`src/rtl/ts_sync_lock.sv`:
```
module ts_sync_lock #(
  parameter int LEN_W    = 8,
  parameter int CNT_W    = 4,
  parameter int DEF_LEN  = 188,
  parameter int DEF_LOCK = 9,
  parameter int DEF_DROP = 9
) (
  input  logic             clk,
  input  logic             rst_n,
  input  logic             in_valid,
  input  logic [7:0]       in_byte,
  input  logic [7:0]       cfg_token,
  input  logic [LEN_W-1:0] cfg_pkt_len,
  input  logic [CNT_W-1:0] cfg_lock_cnt,
  input  logic [CNT_W-1:0] cfg_drop_cnt,
  output logic             out_valid,
  output logic [7:0]       out_data,
  output logic             out_sop,
  output logic             out_eop,
  output logic             locked,
  output logic             lock_lost
);
  localparam logic [LEN_W-1:0] DLEN  = LEN_W'(DEF_LEN);
  localparam logic [LEN_W-1:0] MINL  = LEN_W'(2);
  localparam logic [CNT_W-1:0] DLOCK = CNT_W'(DEF_LOCK);
  localparam logic [CNT_W-1:0] DDROP = CNT_W'(DEF_DROP);

  typedef enum logic [1:0] {HUNT, CAND, LOCK} state_t;
  state_t st;

  logic [LEN_W-1:0] phase, len_eff, last_pos, phase_nxt;
  logic [CNT_W-1:0] good, miss, lock_thr, drop_thr;
  logic [CNT_W:0]   good_inc, miss_inc;
  logic             is_tok, at_sync;

  assign len_eff   = (cfg_pkt_len == '0) ? DLEN : ((cfg_pkt_len < MINL) ? MINL : cfg_pkt_len);
  assign lock_thr  = (cfg_lock_cnt == '0) ? DLOCK : cfg_lock_cnt;
  assign drop_thr  = (cfg_drop_cnt == '0) ? DDROP : cfg_drop_cnt;
  assign last_pos  = len_eff - LEN_W'(1);
  assign phase_nxt = (phase >= last_pos) ? '0 : phase + LEN_W'(1);
  assign is_tok    = (in_byte == cfg_token);
  assign at_sync   = (phase == '0);
  assign good_inc  = {1'b0, good} + (CNT_W+1)'(1);
  assign miss_inc  = {1'b0, miss} + (CNT_W+1)'(1);
  assign locked    = (st == LOCK);

  always_ff @(posedge clk) begin
    if (!rst_n) begin
      st        <= HUNT;
      phase     <= '0;
      good      <= '0;
      miss      <= '0;
      lock_lost <= 1'b0;
      out_valid <= 1'b0;
      out_sop   <= 1'b0;
      out_eop   <= 1'b0;
      out_data  <= '0;
    end else begin
      out_valid <= 1'b0;
      out_sop   <= 1'b0;
      out_eop   <= 1'b0;
      if (in_valid) begin
        out_data <= in_byte;
        unique case (st)
          HUNT: if (is_tok) begin
            phase <= LEN_W'(1);
            good  <= CNT_W'(1);
            miss  <= '0;
            if (lock_thr <= CNT_W'(1)) begin
              st        <= LOCK;
              out_valid <= 1'b1;
              out_sop   <= 1'b1;
            end else begin
              st <= CAND;
            end
          end
          CAND: begin
            if (at_sync) begin
              if (is_tok) begin
                phase <= LEN_W'(1);
                good  <= good_inc[CNT_W-1:0];
                if (good_inc >= {1'b0, lock_thr}) begin
                  st        <= LOCK;
                  miss      <= '0;
                  out_valid <= 1'b1;
                  out_sop   <= 1'b1;
                end
              end else begin
                st    <= HUNT;
                good  <= '0;
                phase <= '0;
              end
            end else begin
              phase <= phase_nxt;
            end
          end
          LOCK: begin
            if (at_sync && !is_tok && (miss_inc >= {1'b0, drop_thr})) begin
              st        <= HUNT;
              lock_lost <= 1'b1;
              good      <= '0;
              miss      <= '0;
              phase     <= '0;
            end else begin
              if (at_sync) miss <= is_tok ? '0 : miss_inc[CNT_W-1:0];
              phase     <= phase_nxt;
              out_valid <= 1'b1;
              out_sop   <= at_sync;
              out_eop   <= (phase == last_pos);
            end
          end
          default: st <= HUNT;
        endcase
      end
    end
  end
endmodule


```
`config.mk`:
```
export PLATFORM = sky130hd
export DESIGN_NAME = ts_sync_lock
export DESIGN_NICKNAME = d
export VERILOG_FILES = /design/src/rtl/ts_sync_lock.sv
export SDC_FILE = /design/constraint.sdc
export NUM_CORES = 1
export LEC_CHECK = 0
export ABC_AREA = 1
export BUFFER_PORTS_ARGS = -buffer_cell sky130_fd_sc_hd__buf_2
export CAP_MARGIN = 20
export CORE_MARGIN = 3
export CORE_UTILIZATION = 40
export DETAILED_ROUTE_END_ITERATION = 12
export PLACE_DENSITY_LB_ADDON = 0.2
export SYNTH_ARGS = -nofsm -noshare
export SYNTH_HDL_FRONTEND = slang
export SYNTH_SLANG_ARGS = --single-unit
```
`constraint.sdc`:
```
create_clock -name clk -period 6.1 [get_ports clk]
set_input_delay 0.305 -clock clk [delete_from_list [all_inputs] [get_ports clk]]
set_output_delay 0.305 -clock clk [all_outputs]
set_load 0.005 [all_outputs]
```
==> results of run 1 <==
==> cells by family (layout without fill, tap and decap cells) <==
kind of cell	Yosys count	count (layout)	synth area share (%)
AO/OA/AOI/OAI	41	41	8.21
XOR/XNOR	21	21	6.94
adder cells (fa/ha/maj)	25	25	11.8
buffers and inverters	75	122	10.8
flip-flops	30	30	22.7
AND/OR/NAND/NOR	218	218	39.6
==> cell usage after synthesis, types with 5 or more instances <==
master   instances  share of area [%]
o21ai_0         12                2.3
nand4_1         14                3.3
nor2_1          58                8.2
inv_1           60                8.5
xor2_1          14                4.6
a21oi_1         21                4.0
ha_1            25                 12
inv_2            6               0.85
nand3_1         31                5.9
nor3_1           5               0.94
nand2_4          5                2.1
dfxtp_1         30                 23
xnor2_1          7                2.3
nand2_1         87                 12
==> how the worst max path moves through the flow <==
stage / start / end / slack (ps) / cells after the start
after floorplan: cfg_pkt_len[3] / phase[0] / 3380 / 22
after global placement: cfg_pkt_len[6] / phase[0] / 3060 / 23
after detailed placement: cfg_pkt_len[6] / phase[0] / 2850 / 23
after CTS: cfg_pkt_len[6] / phase[0] / 3140 / 23
after global routing: cfg_pkt_len[3] / phase[0] / 2730 / 23
final: cfg_pkt_len[6] / phase[0] / 3160 / 23
==> power by group <==
group,internal [W],switching (W)
clock,0.0000784,0.0000711
sequential,0.000207,0.00000863
combinational,0.0000584,0.0000928
==> flip-flops by register name, summed over array words and instances, names as in the netlist <==
signal / count
out_valid: 1
good: 4
out_eop: 1
lock_lost: 1
phase: 8
out_data: 8
out_sop: 1
st: 2
miss: 4
==> metrics by stage <==
stage / instance area, um^2 / hold WS, ps / utilization [%] / worst slack (ps)
2_1_floorplan: 2650 / 437 / - / 3380
3_3_place_gp: 2950 / 474 / 46.2 / 3060
3_5_place_dp: 2950 / 477 / 46.2 / 2850
4_1_cts: 3030 / 267 / 47.4 / 3140
5_1_grt: 3030 / 277 / 47.4 / 2730
6_report: 3030 / 275 / 47.4 / 3160
==> metal layers <==
layer / vias to the layer above / global-route usage, % / wire, um
li1: 1406 / - / -
met1: 1126 / 21.6 / 2940
met2: 48 / 27.0 / 2620
met3: 4 / 3.69 / 263
met4: 0 / 2.93 / 47
met5: - / 0 / 0
==> area by class of cell <==
type | count | area [um^2] | share of cell area (%)
Sequential cell | 30 | 601 | 19.8
Timing Repair Buffer | 47 | 235 | 7.77
Multi-Input combinational cell | 305 | 1770 | 58.3
Inverter | 68 | 255 | 8.43
Clock buffer | 7 | 76.3 | 2.52
Tap cell | 77 | 96.3 | 3.18
==> worst max-delay path: stages <==
cell and delay (ps):
buf_2 120, nor2_1 90, nand3_1 80, nor3_1 310, nand2_1 180, o21ai_0 120
ha_1 200, inv_1 40, nor2_1 140, nand4_1 120, xor2_1 160, ha_1 270
nand2_1 70, nor2_1 60, nand2_1 70, nand2_1 50, nor2_1 250, nand2_1 130
nor2_1 130, nand3_1 90, nand3_1 100, nand2_1 50, inv_1 40
==> metrics.txt, run 1 <==
status completed; Post-synth EDFFs 0; worst setup path category primary input to register; leading cell types in the layout, fill and taps excluded nand2_1 (87), inv_1 (60), nor2_1 (58); core area 6390 um^2; post-synthesis cell type count 31; largest net degree at the start of global routing 23; worst vdd ir 0.111 mV; Final TNS setup 0 ps; hold path depth 3; CP endpoint kind register; Layout Cells excl Fill 534; Peak Freq ~340 MHz; drt total wl 5.87 mm; TritonCTS clock tree built; Num CTS Buffers 5; ys async rst share 0%; Die H 87.4 um; Final Hold Vio Count 0; initial drt markers between 100 and 150; Vias roughly 2,600; clk sinks 30; clk slew on worst S/H paths 70 ps; Arr. time, crit path between 3000 and 4000 ps; post-DP HPWL 4.72 mm; drt pass-1 iters 4; ys flop type dfxtp_1; hold buffers post-CTS 0; Final setup viols 0; Clock Path Buffers 2; htree depth 2; worst rel slew slack 71.8%; FF+latch count, synth 30; share of cells above drive strength 1 between 15 and 20%; global-route usage over all layers 16.2%; Synth Cell Area around 2700 um^2; cell row count 29; RR Startpoint miss[0]; worst-path fanout max 5; root buffer cell clkbuf_8; Area Overhead vs Synth 14.3%; reg2reg setup slack 3850 ps; R2R depth 12; antenna cells 0; Avg WL per Cell ~11 um; Post-CTS Resized 0; number of port buffers 47; initial antenna violation count 0; Synth Warn # 0; RSZ-0062 raised after global routing false; first-pass GRT wire length 10.1 mm; gr ovfl total 0; Die X 87.4 um; mean area per synthesized cell 6.47 um^2; P per Cell Area roughly 170 nW/um^2; hold endpoint out_data[1]; critical path launch point type primary input; worst min-delay path class primary input to register; Synth Net Count 470; IO Pins 48; drt drc 0; r2r endpoint phase[1]; min-delay src in_byte[1]; dpl cells ~530; die area 7640 um^2; Req. time, crit path 6330 ps; final critical-path share of the clock period 48.2%; static leakage around 1.6 nW; vias in the first global route ~2,300; clk_lat worst skew 280 ps; Antenna Nets Post-Route 0; Worst Clk Skew between 7 and 8 ps; final RePlAce weighted congestion around 0.81; crit path time final 2940 ps; nets@finish 517; Power, Total about 0.00052 W; Post-Syn Instances between 400 and 500; Max Cap Viol 0; vias per cell 4.84; initial core utilization 41.5%; most common cell after layout, fill and taps aside nand2_1; Filler cells 645; Setup Fix Bufs, Post-CTS 0; Slew Limit Fails 0; sequential area share after synthesis 22.7%; Slew @ Worst Pin 423 ps
(Power assumes the default switching activity.)
==> inputs of run 2 (changes only) <==
clock period = 2.9 ns   (was 6.1 ns; I/O delays follow)
==> run 2 against run 1 <==
Effect of this change:
- clock power grew to 2.7 times the previous value
- worst hold slack worse by 160 ps
- worst setup slack worse by 2700 ps
- final cell count is 0.56% higher
- global-route usage is 0.13 points higher
- critical endpoint unchanged
- highest routed layer unchanged
==> metrics.txt, run 2 (same netlist as run 1, synthesis figures left out) <==
P per Cell Area 380 nW/um^2 (was 170 nW/um^2); drt pass-1 iters 4 (unchanged); largest net degree at the start of global routing 23 (unchanged); clk_lat worst skew 280 ps (about the same); root buffer cell clkbuf_8 (unchanged); antenna cells 0 (unchanged); final RePlAce weighted congestion 0.797 (was 0.806); initial core utilization 41.5% (unchanged); drt total wl 5.95 mm (was 5.87 mm); Sequential Area 601 um^2 (unchanged); Post-CTS Resized 0 (unchanged); Setup Fix Bufs, Post-CTS 0 (unchanged); Max Cap Viol 0 (unchanged); Die H 87.4 um (unchanged); Clock Path Buffers 2 (unchanged); drt drc 0 (unchanged); Final setup viols 0 (unchanged); first-pass GRT wire length 10.1 mm (about the same); crit path cell chain buf_2, inv_1, nand2_1, nor3_2, nand2_1, o21ai_0, ha_1, inv_1, nor2_1, nand4_1, xor2_1, ha_1, nand2_1, nor2_1, nand2_1, nand2_1, nor2_1, nand2_1, nor2_1, o21ai_0, nand3_1, nand2_1, inv_1 (was buf_2, nor2_1, nand3_1, nor3_1, nand2_1, o21ai_0, ha_1, inv_1, nor2_1, nand4_1, xor2_1, ha_1, nand2_1, nor2_1, nand2_1, nand2_1, nor2_1, nand2_1, nor2_1, nand3_1, nand3_1, nand2_1, inv_1); final setup margin 418 ps (was 3160 ps); nets@finish 519 (was 517); slowest stage delay, CP 270 ps (was 310 ps); worst vdd ir 0.263 mV (was 0.111 mV); vias per cell 4.84 (about the same); htree depth 2 (unchanged); RSZ-0062 raised after global routing false (unchanged); Area Overhead vs Synth 16.3% (was 14.3%); most used cell, CP nand2_1 (unchanged); final critical-path share of the clock period 85.6%; crit path time final ~2500 ps; die area 7640 um^2 (unchanged); fin area 3080 um^2 (was 3030 um^2); global-route usage over all layers 16.4% (was 16.2%); vias in the first global route 2,264 (was 2,341); Peak Freq 403 MHz; share of cells above drive strength 1 18.5% (was 17.3%); DP Area 2970 um^2 (was 2950 um^2); worst min-delay path class primary input to register (unchanged); Worst Clk Skew 7.17 ps (was 8.00 ps); core area 6390 um^2 (unchanged); cell row count 29 (unchanged); multi-input logic area 1770 um^2 (about the same); Final TNS setup 0 ps (unchanged); IO Pins 48 (unchanged); initial drt markers 95 (was 115); Req. time, crit path 3080 ps (was 6330 ps); Vias 2,600 (was 2,584); most common cell after layout, fill and taps aside nand2_1 (unchanged); Power, Total 0.00117 W (was 0.000516 W); Slew @ Worst Pin 446 ps (was 423 ps); TritonCTS clock tree built (unchanged); clk slew on worst S/H paths 70 ps (about the same); CP endpoint kind register (unchanged); Slowest-stage cell, CP ha_1 (was nor3_1); Post-Place Setup Slack 3.15 ps (was 2850 ps); Slew Limit Fails 0 (unchanged); Num CTS Buffers 5 (unchanged); Filler cells 681 (was 645); Layout Cells excl Fill 537 (was 534); Antenna Nets Post-Route 0 (unchanged); leading cell types in the layout, fill and taps excluded nand2_1 (87), inv_1 (60), nor2_1 (58) (unchanged); dpl cells 529 (was 527); Arr. time, crit path 2660 ps (was 3170 ps); Avg WL per Cell 11.1 um (was 11.0 um); status completed (unchanged); hold buffers post-CTS 0 (unchanged); largest registers out_data x8, phase x8 (unchanged); critical path launch point type primary input (unchanged); Die X 87.4 um (unchanged); number of port buffers 47 (unchanged); worst-path fanout max 4 (was 5); post-DP HPWL 4.76 mm (was 4.72 mm); static leakage 1.58 nW (was 1.56 nW); gr ovfl total 0 (unchanged); initial antenna violation count 0 (unchanged); worst setup path category primary input to register (unchanged); Final Hold Vio Count 0 (unchanged); clk sinks 30 (unchanged); worst rel slew slack 70.1% (was 71.8%)
## run 2: critical path, delay by kind of cell
family,cells,cell delay [ps]
compound gates,2,260
simple gates,14,1360
xor+xnor,1,160
fa+ha+maj,2,470
buf+inv,4,270
## run 2: stage by stage
step	hold slack, ps	util [%]
after floorplan	277	-
after global placement	405	46.5
after detailed placement	410	46.5
after CTS	108	48.2
after global routing	118	48.3
final	117	48.3
## run 2: path summary, 6_finish.rpt
path / from / to / slack (ps) / depth (start not counted)
setup / recovery: cfg_pkt_len[3] / phase[0] / 420 / 23
hold / removal: in_byte[6] / out_data[6] / 120 / 3
setup reg to reg: miss[0] / phase[1] / 600 / 12
hold reg to reg: lock_lost / lock_lost / 490 / 2
## run 2: where the power goes
group          switching (W)  internal [W]  total, W
registers          0.0000178      0.000434  0.000452
clock network       0.000161      0.000240  0.000401
logic               0.000197      0.000123  0.000320
total               0.000376      0.000797   0.00117
## run 2: layer usage
| layer | up-vias | share of wire (%) | GRT usage, % |
|---|---|---|---|
| met5 | - | 0 | 0 |
| met1 | 1126 | 50 | 21.7 |
| met3 | 7 | 5.5 | 3.78 |
| met2 | 59 | 44 | 26.2 |
| li1 | 1408 | - | - |
| met4 | 0 | 1.2 | 5.02 |
## run 2: cell type report
type	count	share of cell area, %
multi-input combinational	305	57.4
sequential	30	19.5
inverter	68	8.28
timing repair buffer	49	8.12
clock buffer	8	3.57
tap	77	3.12
